[src/rtl/irq_pkg.sv]
package irq_pkg;

  typedef enum logic [2:0] {
    W_NONE,
    W_SWI,
    W_RET,
    W_NMI,
    W_INTR
  } win_e;

  typedef enum logic [3:0] {
    S_IDLE,
    S_TYPE,
    S_PUSH_F,
    S_PUSH_CS,
    S_PUSH_IP,
    S_VEC_IP,
    S_VEC_CS,
    S_POP_IP,
    S_POP_CS,
    S_POP_F
  } seq_st_e;

endpackage

[src/rtl/irq_arb.sv]
module irq_arb
  import irq_pkg::*;
#(
  parameter int unsigned TW       = 8,
  parameter int unsigned NMI_TYPE = 2,
  parameter int unsigned BRK_TYPE = 3,
  parameter int unsigned OVF_TYPE = 4
) (
  input  logic          boundary_i,
  input  logic          idle_i,
  input  logic          swi_req_i,
  input  logic [1:0]    swi_kind_i,
  input  logic [TW-1:0] swi_type_i,
  input  logic          iret_i,
  input  logic          nmi_pend_i,
  input  logic          intr_i,
  input  logic          ie_i,
  input  logic          of_i,
  output logic          take_o,
  output win_e          win_o,
  output logic [TW-1:0] type_o
);

  logic swi_go;

  // overflow form falls through when the overflow flag is clear
  assign swi_go = swi_req_i && (!swi_kind_i[1] || of_i);

  always_comb begin
    win_o  = W_NONE;
    type_o = '0;
    if (boundary_i && idle_i) begin
      if (swi_go) begin
        win_o = W_SWI;
        if (swi_kind_i[1])      type_o = TW'(OVF_TYPE);
        else if (swi_kind_i[0]) type_o = TW'(BRK_TYPE);
        else                    type_o = swi_type_i;
      end else if (iret_i) begin
        win_o = W_RET;
      end else if (nmi_pend_i) begin
        win_o  = W_NMI;
        type_o = TW'(NMI_TYPE);
      end else if (intr_i && ie_i) begin
        win_o = W_INTR;
      end
    end
  end

  assign take_o = (win_o != W_NONE);

endmodule

[src/rtl/irq_flags.sv]
module irq_flags #(
  parameter int unsigned WW     = 16,
  parameter int unsigned IE_BIT = 9
) (
  input  logic          clk_i,
  input  logic          rst_ni,
  input  logic          idle_i,
  input  logic          ie_set_i,
  input  logic          ie_clr_i,
  input  logic          ld_i,
  input  logic [WW-1:0] ld_data_i,
  input  logic          seq_clr_ie_i,
  input  logic          seq_ld_i,
  input  logic [WW-1:0] seq_ld_data_i,
  output logic [WW-1:0] flags_o
);

  always_ff @(posedge clk_i or negedge rst_ni) begin
    if (!rst_ni) begin
      flags_o <= '0;
    end else if (seq_ld_i) begin
      flags_o <= seq_ld_data_i;
    end else if (seq_clr_ie_i) begin
      flags_o[IE_BIT] <= 1'b0;
    end else if (idle_i) begin
      if (ld_i)          flags_o <= ld_data_i;
      else if (ie_clr_i) flags_o[IE_BIT] <= 1'b0;
      else if (ie_set_i) flags_o[IE_BIT] <= 1'b1;
    end
  end

endmodule

[src/rtl/irq_seq.sv]
module irq_seq
  import irq_pkg::*;
#(
  parameter int unsigned WW     = 16,
  parameter int unsigned TW     = 8,
  parameter int unsigned SP_RST = 'h0200
) (
  input  logic            clk_i,
  input  logic            rst_ni,
  input  logic            take_i,
  input  win_e            win_i,
  input  logic [TW-1:0]   win_type_i,
  input  logic [WW-1:0]   flags_i,
  input  logic [WW-1:0]   cur_cs_i,
  input  logic [WW-1:0]   cur_ip_i,
  input  logic [WW-1:0]   ss_i,
  output logic            inta_o,
  input  logic            type_vld_i,
  input  logic [TW-1:0]   type_i,
  output logic            mem_req_o,
  output logic            mem_we_o,
  output logic [WW+3:0]   mem_addr_o,
  output logic [WW-1:0]   mem_wdata_o,
  input  logic [WW-1:0]   mem_rdata_i,
  input  logic            mem_ack_i,
  output logic            busy_o,
  output logic            jump_o,
  output logic [WW-1:0]   ip_o,
  output logic [WW-1:0]   cs_o,
  output logic [WW-1:0]   sp_o,
  output logic            clr_ie_o,
  output logic            restore_o,
  output logic [WW-1:0]   restore_data_o,
  output logic            ret_o
);

  localparam int unsigned AW = WW + 4;
  localparam logic [WW-1:0] WSTEP = WW'(2);

  seq_st_e         st_q;
  logic [TW-1:0]   type_q;
  logic [WW-1:0]   sp_q, ip_q, cs_q, rcs_q, rip_q;
  logic            jump_q, ret_q;
  logic            is_push, is_pop, is_vec, step;
  logic [WW-1:0]   stk_off;
  logic [AW-1:0]   vec_addr, stk_addr;

  assign is_push = (st_q == S_PUSH_F) || (st_q == S_PUSH_CS) || (st_q == S_PUSH_IP);
  assign is_pop  = (st_q == S_POP_IP) || (st_q == S_POP_CS) || (st_q == S_POP_F);
  assign is_vec  = (st_q == S_VEC_IP) || (st_q == S_VEC_CS);

  // pre-decrement on push, post-increment on pop
  assign stk_off  = is_push ? (sp_q - WSTEP) : sp_q;
  assign stk_addr = {ss_i, 4'h0} + AW'(stk_off);
  assign vec_addr = AW'({type_q, 2'b00}) + ((st_q == S_VEC_CS) ? AW'(2) : AW'(0));

  assign mem_req_o  = is_push || is_pop || is_vec;
  assign mem_we_o   = is_push;
  assign mem_addr_o = is_vec ? vec_addr : stk_addr;
  assign step       = mem_req_o && mem_ack_i;

  always_comb begin
    unique case (st_q)
      S_PUSH_F:  mem_wdata_o = flags_i;
      S_PUSH_CS: mem_wdata_o = rcs_q;
      S_PUSH_IP: mem_wdata_o = rip_q;
      default:   mem_wdata_o = '0;
    endcase
  end

  always_ff @(posedge clk_i or negedge rst_ni) begin
    if (!rst_ni) begin
      st_q   <= S_IDLE;
      type_q <= '0;
      sp_q   <= WW'(SP_RST);
      ip_q   <= '0;
      cs_q   <= '0;
      rcs_q  <= '0;
      rip_q  <= '0;
      jump_q <= 1'b0;
      ret_q  <= 1'b0;
    end else begin
      jump_q <= 1'b0;
      unique case (st_q)
        S_IDLE: if (take_i) begin
          rcs_q  <= cur_cs_i;
          rip_q  <= cur_ip_i;
          type_q <= win_type_i;
          ret_q  <= (win_i == W_RET);
          unique case (win_i)
            W_INTR:  st_q <= S_TYPE;
            W_RET:   st_q <= S_POP_IP;
            default: st_q <= S_PUSH_F;
          endcase
        end
        S_TYPE: if (type_vld_i) begin
          type_q <= type_i;
          st_q   <= S_PUSH_F;
        end
        S_PUSH_F: if (step) begin
          sp_q <= sp_q - WSTEP;
          st_q <= S_PUSH_CS;
        end
        S_PUSH_CS: if (step) begin
          sp_q <= sp_q - WSTEP;
          st_q <= S_PUSH_IP;
        end
        S_PUSH_IP: if (step) begin
          sp_q <= sp_q - WSTEP;
          st_q <= S_VEC_IP;
        end
        S_VEC_IP: if (step) begin
          ip_q <= mem_rdata_i;
          st_q <= S_VEC_CS;
        end
        S_VEC_CS: if (step) begin
          cs_q   <= mem_rdata_i;
          jump_q <= 1'b1;
          st_q   <= S_IDLE;
        end
        S_POP_IP: if (step) begin
          ip_q <= mem_rdata_i;
          sp_q <= sp_q + WSTEP;
          st_q <= S_POP_CS;
        end
        S_POP_CS: if (step) begin
          cs_q <= mem_rdata_i;
          sp_q <= sp_q + WSTEP;
          st_q <= S_POP_F;
        end
        S_POP_F: if (step) begin
          sp_q   <= sp_q + WSTEP;
          jump_q <= 1'b1;
          st_q   <= S_IDLE;
        end
        default: st_q <= S_IDLE;
      endcase
    end
  end

  assign inta_o         = (st_q == S_TYPE);
  assign busy_o         = (st_q != S_IDLE);
  assign jump_o         = jump_q;
  assign ip_o           = ip_q;
  assign cs_o           = cs_q;
  assign sp_o           = sp_q;
  assign clr_ie_o       = (st_q == S_PUSH_F) && step;
  assign restore_o      = (st_q == S_POP_F) && step;
  assign restore_data_o = mem_rdata_i;
  assign ret_o          = ret_q;

endmodule

[src/rtl/irq_vec_seq.sv]
module irq_vec_seq
  import irq_pkg::*;
#(
  parameter int unsigned WW       = 16,
  parameter int unsigned TW       = 8,
  parameter int unsigned IE_BIT   = 9,
  parameter int unsigned OF_BIT   = 11,
  parameter int unsigned NMI_TYPE = 2,
  parameter int unsigned BRK_TYPE = 3,
  parameter int unsigned OVF_TYPE = 4,
  parameter int unsigned SP_RST   = 'h0200
) (
  input  logic            clk_i,
  input  logic            rst_ni,
  input  logic            boundary_i,
  input  logic            intr_i,
  input  logic            nmi_i,
  input  logic            swi_req_i,
  input  logic [1:0]      swi_kind_i,
  input  logic [TW-1:0]   swi_type_i,
  input  logic            iret_i,
  input  logic            ie_set_i,
  input  logic            ie_clr_i,
  input  logic            flags_ld_i,
  input  logic [WW-1:0]   flags_ld_data_i,
  input  logic [WW-1:0]   cur_cs_i,
  input  logic [WW-1:0]   cur_ip_i,
  input  logic [WW-1:0]   ss_i,
  output logic            inta_o,
  input  logic            type_vld_i,
  input  logic [TW-1:0]   type_i,
  output logic            mem_req_o,
  output logic            mem_we_o,
  output logic [WW+3:0]   mem_addr_o,
  output logic [WW-1:0]   mem_wdata_o,
  input  logic [WW-1:0]   mem_rdata_i,
  input  logic            mem_ack_i,
  output logic            busy_o,
  output logic            jump_o,
  output logic [WW-1:0]   ip_o,
  output logic [WW-1:0]   cs_o,
  output logic [WW-1:0]   sp_o,
  output logic [WW-1:0]   flags_o
);

  logic          nmi_q, nmi_pend_q;
  logic          take;
  win_e          win;
  logic [TW-1:0] win_type;
  logic          seq_clr_ie, seq_restore, seq_ret;
  logic [WW-1:0] seq_restore_data;

  // edge-latched non-maskable request; a new edge outlives a same-cycle take
  always_ff @(posedge clk_i or negedge rst_ni) begin
    if (!rst_ni) begin
      nmi_q      <= 1'b0;
      nmi_pend_q <= 1'b0;
    end else begin
      nmi_q      <= nmi_i;
      nmi_pend_q <= (nmi_pend_q && !(take && win == W_NMI)) || (nmi_i && !nmi_q);
    end
  end

  irq_arb #(
    .TW(TW), .NMI_TYPE(NMI_TYPE), .BRK_TYPE(BRK_TYPE), .OVF_TYPE(OVF_TYPE)
  ) u_arb (
    .boundary_i (boundary_i),
    .idle_i     (!busy_o),
    .swi_req_i  (swi_req_i),
    .swi_kind_i (swi_kind_i),
    .swi_type_i (swi_type_i),
    .iret_i     (iret_i),
    .nmi_pend_i (nmi_pend_q),
    .intr_i     (intr_i),
    .ie_i       (flags_o[IE_BIT]),
    .of_i       (flags_o[OF_BIT]),
    .take_o     (take),
    .win_o      (win),
    .type_o     (win_type)
  );

  irq_flags #(.WW(WW), .IE_BIT(IE_BIT)) u_flags (
    .clk_i         (clk_i),
    .rst_ni        (rst_ni),
    .idle_i        (!busy_o),
    .ie_set_i      (ie_set_i),
    .ie_clr_i      (ie_clr_i),
    .ld_i          (flags_ld_i),
    .ld_data_i     (flags_ld_data_i),
    .seq_clr_ie_i  (seq_clr_ie),
    .seq_ld_i      (seq_restore),
    .seq_ld_data_i (seq_restore_data),
    .flags_o       (flags_o)
  );

  irq_seq #(.WW(WW), .TW(TW), .SP_RST(SP_RST)) u_seq (
    .clk_i          (clk_i),
    .rst_ni         (rst_ni),
    .take_i         (take),
    .win_i          (win),
    .win_type_i     (win_type),
    .flags_i        (flags_o),
    .cur_cs_i       (cur_cs_i),
    .cur_ip_i       (cur_ip_i),
    .ss_i           (ss_i),
    .inta_o         (inta_o),
    .type_vld_i     (type_vld_i),
    .type_i         (type_i),
    .mem_req_o      (mem_req_o),
    .mem_we_o       (mem_we_o),
    .mem_addr_o     (mem_addr_o),
    .mem_wdata_o    (mem_wdata_o),
    .mem_rdata_i    (mem_rdata_i),
    .mem_ack_i      (mem_ack_i),
    .busy_o         (busy_o),
    .jump_o         (jump_o),
    .ip_o           (ip_o),
    .cs_o           (cs_o),
    .sp_o           (sp_o),
    .clr_ie_o       (seq_clr_ie),
    .restore_o      (seq_restore),
    .restore_data_o (seq_restore_data),
    .ret_o          (seq_ret)
  );

endmodule

[config.mk]
export PLATFORM = sky130hd
export DESIGN_NAME = irq_vec_seq
export DESIGN_NICKNAME = d
export VERILOG_FILES = /design/src/rtl/irq_pkg.sv /design/src/rtl/irq_arb.sv /design/src/rtl/irq_flags.sv /design/src/rtl/irq_seq.sv /design/src/rtl/irq_vec_seq.sv
export SDC_FILE = /design/constraint.sdc
export NUM_CORES = 1
export LEC_CHECK = 0
export BUFFER_PORTS_ARGS = -buffer_cell sky130_fd_sc_hd__clkbuf_2
export CAP_MARGIN = 20
export CORE_MARGIN = 2
export CORE_UTILIZATION = 45
export CTS_CLUSTER_SIZE = 14
export DETAILED_ROUTE_END_ITERATION = 6
export GPL_TIMING_DRIVEN = 0
export PLACE_DENSITY_LB_ADDON = 0.15
export SYNTH_ARGS = -nofsm -noshare
export SYNTH_HDL_FRONTEND = slang
export SYNTH_SLANG_ARGS = --single-unit
[constraint.sdc]
create_clock -name clk_i -period 4.4 [get_ports clk_i]
set_clock_uncertainty 0.15 [all_clocks]
set_input_delay 0.22 -clock clk_i [delete_from_list [all_inputs] [get_ports clk_i]]
set_output_delay 0.22 -clock clk_i [all_outputs]
set_load 0.03 [all_outputs]
==> impl_summary.log <==
INFO  metric clk_path_buf_depth = 2
INFO  metric numCtsBuffers = 9
INFO  metric comb_power_share = 62.3%
INFO  metric ys_seq_area_share = 41.7%
INFO  metric switching_share = 50.8%
INFO  metric pre_cts_slack = -0.267 ns
INFO  metric synthDistinctLibCells = 72
INFO  metric critical-path-slowest-cell = dfrtp_1
INFO  metric ys.warnings.count = 0
INFO  metric place_hpwl = 14500 µm
INFO  metric timing.final.max_slew_violations = 0
INFO  metric drcViolationCount = 0
INFO  metric clkPwrFrac = 11.4%
INFO  metric timing.hold.worst.class = in2reg
INFO  metric timing.final.crit_share = 95.2%
INFO  metric number_of_sinks_on_the_clock_net = 110
INFO  metric die_y = 125 µm
INFO  metric drv.max_cap_violation_count = 0
INFO  metric hold_violations = 0
INFO  metric insertedDiodeCount = 0
INFO  metric syn-mean-instance-area = 10.4 µm²
INFO  metric cts.htree.levels = 3
INFO  metric wirelength_met1 = 7980 µm
INFO  metric first_global_vias = 6324
INFO  metric critical_path_class = reg2out
INFO  metric detail_route.first_pass.iterations = 5
INFO  metric worst-endpoint-arrival = 3.82 ns
INFO  metric drtAntennaViolNets = 0
INFO  metric highest_layer = met4
INFO  metric die_w = 125 µm
INFO  metric postRouteWirelength = 19400 µm
INFO  metric finalInstanceArea = 8830 µm²
INFO  metric num_vias = 6051
INFO  metric netlist_area = 6610 µm²
INFO  metric maxClockFrequency = 239 MHz
INFO  metric standard_cell_area_after_detailed_placement = 7910 µm²
INFO  metric cp_data_required_time = 4.03 ns
INFO  metric power_density = 815 nW/µm²
INFO  metric drive_above_1_share = 39.2%
INFO  metric groute.usage.overall = 25.2%
INFO  metric critical_path.max_fanout = 6
INFO  metric overflow = 0
INFO  metric worstSetupEndpointType = output port
INFO  metric worst_setup_path_start_kind = register
INFO  metric p_switching = 3.65 mW
INFO  metric yosys_most_used_dff = dfrtp_1
INFO  metric core.rowCount = 44
INFO  metric worstSkewPairLatency = 0.36 ns
INFO  metric syn_inst = 635
INFO  metric transition_at_the_pin_with_the_smallest_max_transition_slack = 0.930 ns
INFO  metric internal_power = 3.54 mW
INFO  metric synth-edff-count = 0
INFO  metric portBuffers = 211
INFO  metric worst_path_largest_cell_delay = 0.47 ns
INFO  metric pwr-share-seq = 26.3%
INFO  metric route.met3.wl = 1160 µm
INFO  metric wl_per_cell = 17.6 µm
INFO  metric core = 14400 µm²
INFO  metric synth.ff_latch_count = 110
INFO  metric dr_wl_met2 = 9930 µm
INFO  metric critical_path_cell_sequence = inv_1 -> ha_1 -> nor3b_4 -> nand2_1 -> nor2_4 -> nand2_1 -> xnor2_2 -> ha_1 -> a2111o_1 -> o211ai_1 -> a21oi_1 -> o211ai_1 -> mux2_2 -> clkbuf_2
INFO  metric clockRootBuffer = clkbuf_16
INFO  metric maxSlewHeadroom = 38.0%
INFO  metric boundaryPins = 215
INFO  metric p_leak = 4.27 nW
INFO  metric nets = 1039
INFO  metric setup_slack = 0.213 ns
INFO  metric post_synth_arst_share = 100%
INFO  metric grt_start_max_net_pins = 111
INFO  metric gp_congestion = 0.862
INFO  metric area.growth.synth_to_final = 33.6%
INFO  metric ir_worst_vdd = 464 µV
INFO  metric outcome = completed
INFO  metric cts_tree = yes
INFO  metric finalPower = 7.19 mW
INFO  metric antenna_found_initial = 0
INFO  metric design.die.area = 15700 µm²
INFO  metric routed_vias_inst = 5.49
INFO  metric detailedRoute.firstIterationViolations = 426
INFO  metric start_util = 45.8%
INFO  metric global_route_wire_length_before_repair = 31900 µm
INFO  metric clk_transition_reported_paths = 0.08 ns
INFO  metric setup_violations = 0
INFO  metric post-route-min-period = 4.19 ns
synthesized netlist by cell type, types with 14 or more instances:
| library cell | n | share of area, % |
|---|---|---|
| clkbuf_1 | 14 | 0.80 |
| ha_1 | 15 | 2.8 |
| nor2_1 | 48 | 2.7 |
| mux2i_1 | 20 | 3.0 |
| mux2_2 | 70 | 12 |
| nand2_1 | 31 | 1.8 |
| o21ai_0 | 17 | 1.3 |
| dfrtp_1 | 109 | 41 |
| nor3_1 | 15 | 1.1 |
| inv_1 | 28 | 1.6 |
| xnor2_1 | 21 | 2.8 |
| xor2_1 | 16 | 2.1 |
| a222oi_1 | 17 | 2.6 |
| a21oi_1 | 39 | 3.0 |
placed cells by master, fill, tap and decap left out, types with 9 or more instances in the layout:
cell type / instances
nor2_1: 47
o21ai_0: 17
a21o_1: 9
a21oi_1: 39
clkbuf_16: 9
xor2_1: 16
nand2_1: 30
dfrtp_1: 108
dlygate4sd3_1: 50
nand3_1: 13
nand2b_1: 9
nor3_1: 15
inv_1: 27
mux2_2: 70
clkbuf_2: 210
and3_1: 9
ha_1: 15
nor4_1: 9
buf_2: 12
clkbuf_1: 14
a222oi_1: 17
xnor2_1: 20
buf_4: 12
mux2i_1: 20
metrics by stage:
stage          instances  TNS [ns]  hold WS [ns]  utilization [%]
3_5_place_dp        1031    -0.375         0.203             54.8
2_1_floorplan        636         0        -0.226                -
6_report            1102         0       0.00610             61.2
5_1_grt             1102   -0.0263      0.000414             61.2
4_1_cts             1099         0       0.00164             60.6
3_3_place_gp        1031    -0.238         0.200             54.8
area by class of cell:
type                       count  area (µm²)
inverter                      28         105
fill                        1224        5600
sequential                   110        2760
clock inverter                 6        61.3
tap                          184         230
clock buffer                  10         239
buffer                        40         229
multi-input combinational    458        3600
timing repair buffer         266        1600
repair_timing:
action	4_1_cts	5_1_grt
endpoints found under the setup margin	6	6
hold buffers	50	0
pin swaps	1	0
endpoints found under the hold margin	178	0
gates resized for setup	5	12
setup buffers	2	3
layer usage:
layer,up-vias,global-route usage [%]
met5,-,0
met4,0,7.25
met3,28,5.91
met2,192,44.8
met1,2959,30.5
li1,2872,-
kinds of logic after synthesis:
| family | Yosys count | synth area share [%] |
|---|---|---|
| buffers and inverters | 68 | 5.06 |
| other | 1 | 0.0568 |
| adders and majority gates | 17 | 3.29 |
| xor gates and xnor gates | 37 | 4.90 |
| muxes | 90 | 15.0 |
| and+or+nand+nor | 172 | 14.6 |
| DFF | 110 | 41.7 |
| AOI/OAI and AO/OA | 140 | 15.5 |
worst max-delay path, delay by kind of cell (launching register included):
kind            cells  cell delay [ns]
compound gates      4             0.86
simple gates        4             0.76
fa+ha+maj           2             0.55
flops               1             0.47
mux                 1             0.36
buf+inv             2             0.29
xor+xnor            1             0.16
power groups by stage:
stage               Sequential [mW]  Clock (mW)  Combinational, mW
global placement               1.87           0               4.30
global route                   1.95       0.894               4.81
floorplan                      2.34           0               2.65
finish                         1.89       0.823               4.48
CTS                            1.88       0.843               4.44
detailed placement             1.89           0               4.36
flip-flops by register name, summed over array words and instances (netlist names):
name,flops
u_seq.rip_q,16
u_seq.cs_o,16
u_seq.st_q,4
u_flags.flags_o,16
nmi_pend_q,1
u_seq.jump_o,1
u_seq.type_q,8
nmi_q,1
u_seq.sp_o,15
u_seq.ip_o,16
u_seq.rcs_q,16
worst paths after layout:
path	from	endpoint	slack (ns)	depth (start not counted)
hold reg to reg	nmi_q$_DFF_PN0_	nmi_pend_q$_DFF_PN0_	0.28	1
setup reg to reg	u_seq.st_q[1]$_DFFE_PN0P_	u_seq.rcs_q[10]$_DFFE_PN0P_	2.01	6
hold / removal	swi_type_i[6]	u_seq.type_q[6]$_DFFE_PN0P_	0.006	3
setup / recovery	u_seq.sp_o[2]$_DFFE_PN0P_	mem_addr_o[18]	0.21	14
min in group asynchronous	rst_ni	u_seq.type_q[3]$_DFFE_PN0P_	0.33	2
max in group asynchronous	rst_ni	nmi_q$_DFF_PN0_	3.09	2
(Power assumes the default switching activity.)
